`src/rtl/burst_pkg.sv`:
```
package burst_pkg;
  localparam int unsigned BEAT_W = 2;
  localparam int unsigned BEATS  = 1 << BEAT_W;

  typedef logic [BEAT_W-1:0] beat_t;

  typedef enum logic {
    ORDER_LINEAR     = 1'b0,
    ORDER_INTERLEAVE = 1'b1
  } order_e;
endpackage

```
`src/rtl/burst_rst_sync.sv`:
```
module burst_rst_sync #(
  parameter int unsigned STAGES = 2
) (
  input  logic clk,
  input  logic rst_n,
  output logic rst_n_o
);
  logic [STAGES-1:0] sync_q;
  logic [STAGES-1:0] sync_d;

  always_comb begin
    sync_d = {sync_q[STAGES-2:0], 1'b1};
  end

  always_ff @(posedge clk or negedge rst_n) begin
    if (!rst_n) sync_q <= '0;
    else        sync_q <= sync_d;
  end

  assign rst_n_o = sync_q[STAGES-1];
endmodule

```
`src/rtl/burst_beat_ctr.sv`:
```
module burst_beat_ctr
  import burst_pkg::*;
(
  input  logic  clk,
  input  logic  rst_n,
  input  logic  load_i,
  input  beat_t start_i,
  input  logic  adv_n_i,
  output beat_t start_o,
  output beat_t beat_o,
  output logic  last_o
);
  beat_t start_q, start_d;
  beat_t beat_q, beat_d;
  logic  start_en, beat_en;

  // Load wins over a step on the same edge.
  always_comb begin
    start_en = load_i;
    start_d  = start_i;
    beat_en  = load_i | ~adv_n_i;
    beat_d   = load_i ? beat_t'(0) : beat_t'(beat_q + beat_t'(1));
  end

  always_ff @(posedge clk or negedge rst_n) begin
    if (!rst_n) begin
      start_q <= '0;
      beat_q  <= '0;
    end else begin
      if (start_en) start_q <= start_d;
      if (beat_en)  beat_q  <= beat_d;
    end
  end

  assign start_o = start_q;
  assign beat_o  = beat_q;
  assign last_o  = (beat_q == beat_t'(BEATS-1));


  load_clears_beat_chk: assert property (@(posedge clk) disable iff (!rst_n)
    load_i |=> (beat_o == '0 && start_o == $past(start_i)));

  step_one_beat_chk: assert property (@(posedge clk) disable iff (!rst_n)
    (!load_i && !adv_n_i) |=> (beat_o == beat_t'($past(beat_o) + beat_t'(1))));

  hold_beat_chk: assert property (@(posedge clk) disable iff (!rst_n)
    (!load_i && adv_n_i) |=> ($stable(beat_o) && $stable(start_o)));
endmodule

```
`src/rtl/burst_order_map.sv`:
```
module burst_order_map
  import burst_pkg::*;
(
  input  order_e order_i,
  input  beat_t  start_i,
  input  beat_t  beat_i,
  output beat_t  addr_o
);
  beat_t lin_addr, ilv_addr;

  always_comb begin
    lin_addr = beat_t'(start_i + beat_i);
    ilv_addr = start_i ^ beat_i;
    addr_o   = (order_i == ORDER_INTERLEAVE) ? ilv_addr : lin_addr;
  end

  // the first beat is always the start value in both orders
  always_comb begin
    if (beat_i == '0) first_beat_is_start_chk: assert (addr_o == start_i);
  end
endmodule

```
`src/rtl/burst_seq_gen.sv`:
```
module burst_seq_gen
  import burst_pkg::*;
(
  input  logic       clk,
  input  logic       rst_n,
  input  logic       load_i,
  input  logic [1:0] start_i,
  input  logic       adv_n_i,
  input  logic       mode_i,
  output logic [1:0] addr_o,
  output logic       last_o
);
  logic   rst_n_s;
  beat_t  start_w, beat_w;
  order_e order_w;

  assign order_w = order_e'(mode_i);

  burst_rst_sync #(.STAGES(2)) rst_sync_i (
    .clk     (clk),
    .rst_n   (rst_n),
    .rst_n_o (rst_n_s)
  );

  burst_beat_ctr ctr_i (
    .clk     (clk),
    .rst_n   (rst_n_s),
    .load_i  (load_i),
    .start_i (start_i),
    .adv_n_i (adv_n_i),
    .start_o (start_w),
    .beat_o  (beat_w),
    .last_o  (last_o)
  );

  burst_order_map map_i (
    .order_i (order_w),
    .start_i (start_w),
    .beat_i  (beat_w),
    .addr_o  (addr_o)
  );


  mode_static_chk: assert property (@(posedge clk) disable iff (!rst_n_s)
    $stable(mode_i));

  load_priority_chk: assert property (@(posedge clk) disable iff (!rst_n_s)
    (load_i && !adv_n_i) |=> (addr_o == $past(start_i) && !last_o));

  wrap_to_start_chk: assert property (@(posedge clk) disable iff (!rst_n_s)
    (!load_i && !adv_n_i && last_o) |=> (addr_o == start_w && !last_o));

  hold_addr_chk: assert property (@(posedge clk) disable iff (!rst_n_s)
    (!load_i && adv_n_i) |=> ($stable(addr_o) && $stable(last_o)));
endmodule

```
`config.mk`:
```
export PLATFORM = sky130hd
export DESIGN_NAME = burst_seq_gen
export DESIGN_NICKNAME = d
export VERILOG_FILES = /design/src/rtl/burst_pkg.sv /design/src/rtl/burst_rst_sync.sv /design/src/rtl/burst_beat_ctr.sv /design/src/rtl/burst_order_map.sv /design/src/rtl/burst_seq_gen.sv
export SDC_FILE = /design/constraint.sdc
export NUM_CORES = 1
export LEC_CHECK = 0
export BUFFER_PORTS_ARGS = -buffer_cell sky130_fd_sc_hd__buf_2
export CAP_MARGIN = 10
export CELL_PAD_IN_SITES_DETAIL_PLACEMENT = 0
export CELL_PAD_IN_SITES_GLOBAL_PLACEMENT = 2
export CORE_AREA = 4 4 41 43
export CTS_CLUSTER_DIAMETER = 60
export DETAILED_ROUTE_END_ITERATION = 7
export DIE_AREA = 0 0 45 47
export GPL_TIMING_DRIVEN = 0
export PLACE_DENSITY = 0.53
export SLEW_MARGIN = 10
export SYNTH_ARGS = -nofsm -noshare
export SYNTH_HDL_FRONTEND = slang
export SYNTH_SLANG_ARGS = --single-unit
```
`constraint.sdc`:
```
create_clock -name clk -period 1.5 [get_ports clk]
set_input_delay 0.15 -clock clk [delete_from_list [all_inputs] [get_ports clk]]
set_output_delay 0.15 -clock clk [all_outputs]
set_load 0.02 [all_outputs]
```
==> run_results.csv <==
group,metric,value,unit
synthesis,synth_cell_type_count,9,
placed_design,dpl.cell_count,42,
timing,finClkSkew,0.00347,ns
placed_design,io_buffer_count,9,
worst_setup_path,startpoint_type,"flip-flop",
worst_setup_path,cp_max_fo,3,
synthesis,syn_area_per_cell,14.0,sq um
clock_network,cts_setup_buffers,0,
timing,rsz0062_at_grt,"no",
timing,max_freq,710,MHz
routing,dr_total_vias,171,
routing,post_drt_wl_per_cell,8.74,um
timing,slew_violations,0,
clock_network,cts.sinks,6,
cells_and_area,area_growth,38.3,%
grt,grt_pass1_vias,178,
worst_setup_path,critPathKind,"flip-flop to primary output",
worst_setup_path,r2r_setup_slack,0.52,ns
synthesis,seq_area_frac_synth,59.7,%
timing,final.period_utilization,93.8,%
clock_network,cts_buffers,3,
clock_network,cts_tree,"yes",
synthesis,synth_area,251,sq um
grt,antenna_found_initial,0,
routing,vias_per_cell,3.72,
cells_and_area,final_cell_count_no_fill,46,
floorplan,die_h,47,um
synthesis,synth.net_count,27,
synthesis,ys_seq_elements,6,
run,cap_viol_max_count,0,
grt,globalRouteTotalUtil,4.85,%
timing,finalHoldViolCount,0,
floorplan,std_cell_rows,13,
cells_and_area,diodes,0,
worst_setup_path,worst-r2r-cell-count,3,
worst_setup_path,required,1.35,ns
worst_setup_path,crit_arrival,1.26,ns
floorplan,dieArea,2120,sq um
timing,min_period,1.41,ns
clock_network,clk_latency,0.24,ns
placed_design,dpl.hpwl,365,um
clock_network,cts.clk_slew.worst_paths,0.04,ns
synthesis,yosysWarnings,0,
power_and_ir_drop,p_leak,0.000178,uW
worst_setup_path,critPathCaptureType,"primary output",
synthesis,synthCells,18,
clock_network,post_cts_resized,0,
floorplan,ios,10,
power_and_ir_drop,power_density,1150,nW/um^2
clock_network,htreeDepth,1,
clock_network,cts.path.max_buffers,2,
placed_design,place.gp.congestion,0.579,
routing,drcViolationCount,0,
floorplan,core,1300,sq um
clock_network,clock-root-buffer,"clkbuf_4",
worst_hold_path,holdCritPathClass,"flip-flop to async pin",
routing,routed_wl,402,um
timing,finalSetupViolCount,0,
clock_network,postCtsHoldBufs,1,
floorplan,initial_core_util,19.3,%
grt,grt_pass1_wl,669,um
grt,grt_max_degree,5,
worst_setup_path,reg2reg_from,"ctr_i.beat_o[0]$_DFFE_PN0P_",
floorplan,die_x,45,um
timing,tns,0,ns
cells_and_area,drive_gt1_share,45.2,%
routing,drt_first_pass_iters,1,
cells_and_area,nets,42,
power_and_ir_drop,worst_ir_drop_vdd,309,uV
grt,grt_overflow,0,
worst_setup_path,rr_endpoint,"ctr_i.beat_o[1]$_DFFE_PN0P_",
cells_and_area,nFillCells,153,
routing,ant_nets,0,
outcome,status,"finished, final reports clean",
cells_and_area,layout_commonest_cell,"buf_2",
routing,drt_iter0_drc,0,
cells_and_area,final_cell_mix,"buf_2 (9), dfrtp_1 (6), clkbuf_4 (3)",
-- per-stage QoR --
step	instance area, sq um	utilization [%]	hold WS (ns)	setup WS [ns]	power [uW]
CTS	348	26.7	0.0575	0.0603	412
finish	348	26.7	0.0499	0.0924	400
floorplan	251	-	-0.146	0.272	236
global placement	315	24.2	-0.0656	0.347	259
detailed placement	315	24.2	-0.0612	0.316	261
global route	348	26.7	0.0683	0.00521	426
-- state kept, by name (all words and copies together), names as in the netlist --
register           cells
rst_sync_i.sync_q      2
ctr_i.beat_o           2
ctr_i.start_o          2
-- power by group --
part           internal [uW]  switching (uW)  leakage, uW
registers                176            10.6    0.0000731
logic                   35.3            36.8    0.0000908
clock network           90.1            51.9    0.0000138
-- Yosys cell counts, drive strengths merged --
master  count  area (sq um)
dfrtp       6           150
ha          2          25.0
mux2        2          22.5
nor2        2          7.51
xnor2       2          17.5
conb        1          3.75
mux2i       1          10.0
nor2b       1          6.26
xor2        1          8.76
-- layer usage --
layer  vias up  global-route usage [%]  share of wire, %
met4         0                    3.51                 0
met3         0                    3.83                11
met1        81                    3.70                29
met2         5                    8.19                60
li1         85                       -                 -
met5         -                       0                 0
-- logic make-up after synthesis --
logic type,count (synthesis),synth area share [%]
xor gates and xnor gates,3,10.4
muxes,3,12.9
DFF,6,59.7
and+or+nand+nor,3,5.48
adders and majority gates,2,9.95
other,1,1.49
-- cell type report --
cell class / instances / area [sq um] / area share (%)
sequential: 6 / 150 / 43.2
multi-input combinational: 12 / 101 / 29.1
timing repair buffer: 10 / 55.1 / 15.8
clock buffer: 3 / 22.5 / 6.47
tap: 15 / 18.8 / 5.40
-- worst max-delay path, stage by stage (launching register included) --
cell and delay [ns]:
dfrtp_1 0.40, ha_1 0.19, nor2b_1 0.13, xnor2_1 0.12, buf_2 0.18
-- worst max path at each step --
stage                     depth (start not counted)         to                   startpoint  slack, ns
after floorplan                                   3  addr_o[1]  ctr_i.beat_o[0]$_DFFE_PN0P_       0.27
after global placement                            4  addr_o[1]  ctr_i.beat_o[0]$_DFFE_PN0P_       0.35
after detailed placement                          4  addr_o[1]  ctr_i.beat_o[0]$_DFFE_PN0P_       0.32
after CTS                                         4  addr_o[1]  ctr_i.beat_o[0]$_DFFE_PN0P_       0.06
after global routing                              4  addr_o[1]  ctr_i.beat_o[0]$_DFFE_PN0P_      0.005
final                                             4  addr_o[1]  ctr_i.beat_o[0]$_DFFE_PN0P_       0.09
No activity file was read; power rests on OpenSTA's default activity.
